$ cat src/rtl/spread_pkg.sv
// Shared constants and code decoding for the down-spread controller.
// Assumes depth is expressed in units of 0.5 % of the nominal word.
package spread_pkg;

    // Divisor turning one depth unit into a fraction of the nominal word (0.5 %)
    localparam int UNIT_DIV = 200;
    localparam int UNIT_W   = 3;

    typedef logic [2:0] spread_code_t;

    // Map a select code to depth units; unlisted codes mean no spread
    function automatic logic [UNIT_W-1:0] code_to_units(input spread_code_t code);
        case (code)
            3'b001:  code_to_units = 3'd1;
            3'b010:  code_to_units = 3'd2;
            3'b100:  code_to_units = 3'd4;
            3'b110:  code_to_units = 3'd6;
            default: code_to_units = 3'd0;
        endcase
    endfunction

endpackage

$ cat src/rtl/spread_code_decode.sv
// Decodes the sparse spread select code into a depth in 0.5 % units.
// Assumes: purely combinational; reserved codes decode to zero depth.
module spread_code_decode
    import spread_pkg::*;
(
    input  logic [2:0]        sel,
    output logic [UNIT_W-1:0] units
);

    // Table lookup of depth units
    always_comb begin
        units = code_to_units(sel);
    end

endmodule

$ cat src/rtl/spread_step_calc.sv
// Computes the per-cycle offset increment nom*units/(UNIT_DIV*HALF_CYC).
// Assumes: the divide is replaced by a multiply with a truncated reciprocal
// of SHIFT fractional bits, so the step never exceeds the exact value.
module spread_step_calc
    import spread_pkg::*;
#(
    parameter int WORD_W   = 32,
    parameter int HALF_CYC = 428,
    parameter int SHIFT    = 40
) (
    input  logic [WORD_W-1:0] nom,
    input  logic [UNIT_W-1:0] units,
    output logic [WORD_W-1:0] step
);

    localparam int PROD_W = WORD_W + UNIT_W + SHIFT;
    localparam logic [PROD_W-1:0] RECIP =
        (PROD_W'(1) << SHIFT) / PROD_W'(UNIT_DIV * HALF_CYC);

    logic [PROD_W-1:0] prod;

    // Scaled product, then drop the reciprocal's fraction bits
    always_comb begin
        prod = PROD_W'(nom) * PROD_W'(units) * RECIP;
        step = WORD_W'(prod >> SHIFT);
    end

endmodule

$ cat src/rtl/spread_tri_sweep.sv
// Triangle offset generator: the offset rises by one step per cycle for
// HALF_CYC cycles, then falls by the same step for HALF_CYC cycles.
// Assumes: the step is latched only at the top (phase 0) while enabled;
// disabling clears phase and offset so a re-enable restarts from zero.
module spread_tri_sweep #(
    parameter int WORD_W   = 32,
    parameter int HALF_CYC = 428
) (
    input  logic              clk,
    input  logic              rst_n,
    input  logic              en,
    input  logic [WORD_W-1:0] new_step,
    output logic [WORD_W-1:0] offset
);

    localparam int PERIOD = 2 * HALF_CYC;
    localparam int CNT_W  = $clog2(PERIOD);

    logic [CNT_W-1:0]  phase;
    logic [WORD_W-1:0] step_r;
    logic [WORD_W-1:0] step_eff;

    // Step in force this cycle: a fresh one at the top, else the held one
    always_comb begin
        step_eff = (phase == '0) ? new_step : step_r;
    end

    // Phase counter, held step and offset accumulator
    always_ff @(posedge clk) begin
        if (!rst_n) begin
            phase  <= '0;
            step_r <= '0;
            offset <= '0;
        end else if (!en) begin
            phase  <= '0;
            offset <= '0;
        end else begin
            if (phase == '0) begin
                step_r <= new_step;
            end
            if (phase < CNT_W'(HALF_CYC)) begin
                offset <= offset + step_eff;
            end else begin
                offset <= offset - step_eff;
            end
            phase <= (phase == CNT_W'(PERIOD - 1)) ? '0 : phase + 1'b1;
        end
    end

    // the top of the triangle always carries zero offset
    p_top_zero_r8: assert property (@(posedge clk) disable iff (!rst_n)
        (phase == '0) |-> (offset == '0));

    // phase stays inside one period
    p_phase_range_r8: assert property (@(posedge clk) disable iff (!rst_n)
        phase < CNT_W'(PERIOD));

    // the held step changes only when leaving the top
    p_step_hold_r9: assert property (@(posedge clk) disable iff (!rst_n)
        (phase != '0) |=> $stable(step_r));

    // after a disabled cycle the sweep sits at the top with zero offset
    p_restart_r11: assert property (@(posedge clk) disable iff (!rst_n)
        !en |=> (offset == '0 && phase == '0));

endmodule

$ cat src/rtl/spread_mod_ctrl.sv
// Top of the down-spread controller: decodes the select code, derives the
// per-cycle step and subtracts the triangle offset from the nominal word.
// Assumes: nom_word is held steady while spreading; synchronous active-low reset.
module spread_mod_ctrl
    import spread_pkg::*;
#(
    parameter int WORD_W   = 32,
    parameter int HALF_CYC = 428,
    parameter int SHIFT    = 40
) (
    input  logic              clk,
    input  logic              rst_n,
    input  logic [2:0]        spread_sel,
    input  logic              out_en,
    input  logic [WORD_W-1:0] nom_word,
    output logic [WORD_W-1:0] div_word,
    output logic              pll_pd
);

    logic [UNIT_W-1:0] units;
    logic [WORD_W-1:0] step;
    logic [WORD_W-1:0] offset;

    spread_code_decode u_decode (
        .sel   (spread_sel),
        .units (units)
    );

    spread_step_calc #(
        .WORD_W   (WORD_W),
        .HALF_CYC (HALF_CYC),
        .SHIFT    (SHIFT)
    ) u_step (
        .nom   (nom_word),
        .units (units),
        .step  (step)
    );

    spread_tri_sweep #(
        .WORD_W   (WORD_W),
        .HALF_CYC (HALF_CYC)
    ) u_sweep (
        .clk      (clk),
        .rst_n    (rst_n),
        .en       (out_en),
        .new_step (step),
        .offset   (offset)
    );

    // Output word and loop power-down request
    always_comb begin
        div_word = nom_word - offset;
        pll_pd   = ~out_en;
    end

    // the swept word never rises above nominal
    p_down_only_r7: assert property (@(posedge clk) disable iff (!rst_n)
        div_word <= nom_word);

endmodule

$ cat config.mk
export PLATFORM = sky130hd
export DESIGN_NAME = spread_mod_ctrl
export DESIGN_NICKNAME = d
export VERILOG_FILES = /design/src/rtl/spread_pkg.sv /design/src/rtl/spread_code_decode.sv /design/src/rtl/spread_step_calc.sv /design/src/rtl/spread_tri_sweep.sv /design/src/rtl/spread_mod_ctrl.sv
export SDC_FILE = /design/constraint.sdc
export NUM_CORES = 1
export LEC_CHECK = 0
export ABC_AREA = 1
export BUFFER_PORTS_ARGS = -buffer_cell sky130_fd_sc_hd__buf_2
export CORE_AREA = 4 4 289 291
export CTS_CLUSTER_DIAMETER = 150
export DETAILED_ROUTE_END_ITERATION = 6
export DIE_AREA = 0 0 293 295
export PLACE_DENSITY_LB_ADDON = 0.25
export SLEW_MARGIN = 5
export SYNTH_ARGS = -nofsm -noshare
export SYNTH_HDL_FRONTEND = slang
export SYNTH_SLANG_ARGS = --single-unit
$ cat constraint.sdc
create_clock -name clk -period 14.08 [get_ports clk]
set_input_delay 2.112 -clock clk [delete_from_list [all_inputs] [get_ports clk]]
set_output_delay 2.112 -clock clk [all_outputs]
set_load 0.05 [all_outputs]
==> flow_metrics.py <==
metrics = {
    "outcome": {
        "status": "completed",
    },
    "logic_synthesis": {
        "syn_area_um2": 26600,
        "synth_edf_count": 0,
        "synth_flop_cell": "dfxtp_1",
        "synthesis.nets": 4434,
        "syn_area_per_cell_um2": 7.29,
        "ys_seq_elements": 74,
        "ys_types": 65,
        "synth_warnings": 0,
        "ys_seq_area_frac": 0.0558,
        "synth_async_sr_flop_share": 0,
        "synthCells": 3644,
    },
    "clocking": {
        "root_buffer": "clkbuf_16",
        "cts_tree": "done",
        "clk_latency_ps": 350,
        "cts_buffers": 9,
        "clkTransAtPathRegs_ps": 60,
        "cts_buffer_depth": 2,
        "cts.sinks": 74,
        "h-tree-depth": 3,
    },
    "finish": {
        "area_growth_pct": 11.9,
        "layout_commonest_cell": "inv_1",
        "final_cell_mix": "inv_1, nand2_1, fa_1",
        "fin_cells": 4881,
        "final_layout_size_suffix_gt1_frac": 0.113,
        "fill_cells": 8715,
        "antenna_cells": 0,
        "num-nets-final": 4606,
        "post-route-cell-area_um2": 29700,
    },
    "floorplanning": {
        "io_pins": 71,
        "die_w_um": 293,
        "die_h_um": 295,
        "row_count": 104,
        "dieArea_um2": 86400,
        "start_util": 0.330,
        "coreArea_um2": 80500,
    },
    "sta": {
        "timing.final.crit_share": 0.956,
        "finalCriticalPeriod_ps": 13460,
        "slew_headroom": 0.252,
        "slew_violations": 0,
        "setup_viol": 0,
        "fin_skew_ps": 9.63,
        "max_freq_mhz": 74.3,
        "hold_viol": 0,
        "rsz0062_at_grt": "true",
        "holdWs_ps": 438,
        "worstMarginPinSlew_ps": 1110,
    },
    "routing": {
        "wl_per_cell_um": 17.3,
        "routed_wl_um": 84600,
        "antenna_left": 0,
        "drc": 0,
        "vias": 22537,
        "drtPass1Iterations": 5,
        "via_per_inst": 4.62,
        "drtIter0Drc": 1387,
    },
    "run": {
        "cap_violations": 0,
    },
    "worst_setup_path": {
        "endpoint_kind": "register",
        "crit_top_cell": "nand2_1",
        "crit_slowest_cell": "fa_2",
        "worst_ep_arrival_time_ps": 13750,
        "start_kind": "input pin",
        "worstPathMaxFanout": 5,
        "worstPathRequired_ps": 14360,
        "rrSetupSlack_ps": 9290,
        "slowest_delay_ps": 630,
        "crit_type": "input pin to register",
    },
    "grt": {
        "grt_max_degree": 36,
        "antenna_found_initial": 0,
        "grt_pass1_vias": 22637,
        "overflow": 0,
        "grt_usage": 0.196,
        "grt_first_pass_wirelength_um": 131000,
    },
    "placement": {
        "place_area_um2": 28900,
        "hpwl_um": 77400,
        "port_buffers": 70,
        "gp_congestion": 0.955,
        "dp_cells": 4846,
    },
    "worst_hold_path": {
        "worstHoldPathType": "register to register",
    },
}
[per-stage QoR]
stage	TNS, ps	setup slack (ps)	utilization
after floorplan	0	798	-
after global placement	-1170	-217	0.359
after detailed placement	-2360	-313	0.359
after CTS	0	6.31	0.363
after global routing	-94.3	-45.1	0.369
final	0	615	0.369
[critical path, delay by kind of cell]
kind                     cells  cell delay (ps)
XOR/XNOR                     3              450
buffers and inverters       11             1150
AO/OA/AOI/OAI               11             1700
AND/OR/NAND/NOR             30             2960
adder cells (fa/ha/maj)     12             5370
[flip-flops by register name, indices dropped and copies added (netlist names)]
| name | flops |
|---|---|
| u_sweep.offset | 32 |
| u_sweep.phase | 10 |
| u_sweep.step_r | 32 |
[worst paths after layout]
path,end,cells past startpoint,start
hold / removal,u_sweep.step_r[31]$_SDFFE_PN0P_,2,u_sweep.step_r[31]$_SDFFE_PN0P_
setup / recovery,u_sweep.offset[31]$_SDFF_PN0_,67,spread_sel[1]
hold reg to reg,u_sweep.step_r[31]$_SDFFE_PN0P_,2,u_sweep.step_r[31]$_SDFFE_PN0P_
setup reg to reg,u_sweep.offset[31]$_SDFF_PN0_,31,u_sweep.phase[0]$_SDFF_PP0_
[final cells by class]
type                       instances  area (µm²)  share of cell area
multi-input combinational       2506       21400               0.719
tap                             1060        1330              0.0446
timing repair buffer             193        1320              0.0444
inverter                        1032        3870               0.130
clock inverter                     6         114             0.00383
clock buffer                      10         229             0.00771
sequential                        74        1480              0.0499
[cell usage after synthesis (3+ instances only)]
library cell / n / share of area
inv_1: 996 / 0.14
nand2_1: 794 / 0.11
fa_1: 395 / 0.30
ha_1: 357 / 0.17
nor2_1: 195 / 0.028
a21oi_1: 184 / 0.035
nand3_1: 109 / 0.021
o21ai_0: 80 / 0.015
dfxtp_1: 74 / 0.056
xor2_1: 66 / 0.022
nand2_2: 38 / 0.0090
nor3_1: 35 / 0.0066
inv_2: 33 / 0.0047
nor2_2: 28 / 0.0066
xnor2_1: 27 / 0.0089
clkbuf_1: 25 / 0.0035
nand4_1: 24 / 0.0057
o21bai_1: 16 / 0.0045
a31oi_1: 15 / 0.0035
o21a_1: 15 / 0.0042
a21o_1: 11 / 0.0031
nand3_2: 11 / 0.0041
nand3b_1: 9 / 0.0025
nor2_4: 8 / 0.0034
nor4_1: 8 / 0.0019
o21ai_1: 8 / 0.0015
nand2_4: 6 / 0.0025
a21boi_1: 5 / 0.0014
xor2_2: 5 / 0.0031
nor3_2: 4 / 0.0015
o221ai_1: 4 / 0.0013
o31ai_1: 4 / 0.0011
or2_2: 4 / 0.00094
a211oi_1: 3 / 0.00085
a21boi_0: 3 / 0.00085
buf_2: 3 / 0.00057
nor3b_1: 3 / 0.00085
xor2_4: 3 / 0.0031
[layer usage]
layer	vias up	routed length (µm)	global-route usage
met5	-	0	0
met4	0	2410	0.0521
met3	81	4300	0.0286
met2	435	38700	0.318
met1	10707	39300	0.275
li1	11314	-	-
[logic make-up after synthesis]
family | Yosys count | synth area share
AOI/OAI and AO/OA | 364 | 0.0786
buffers and inverters | 1064 | 0.151
and+or+nand+nor | 1288 | 0.211
adders and majority gates | 752 | 0.466
DFF | 74 | 0.0558
xor gates and xnor gates | 102 | 0.0375
[repair_timing]
item,4_1_cts,5_1_grt
hold buffers,0,0
gates resized for setup,0,78
setup buffers,0,19
endpoints found under the setup margin,0,21
Power is not shown: default switching activity piles up to over one toggle a cycle in this logic, so the estimate is an artifact.
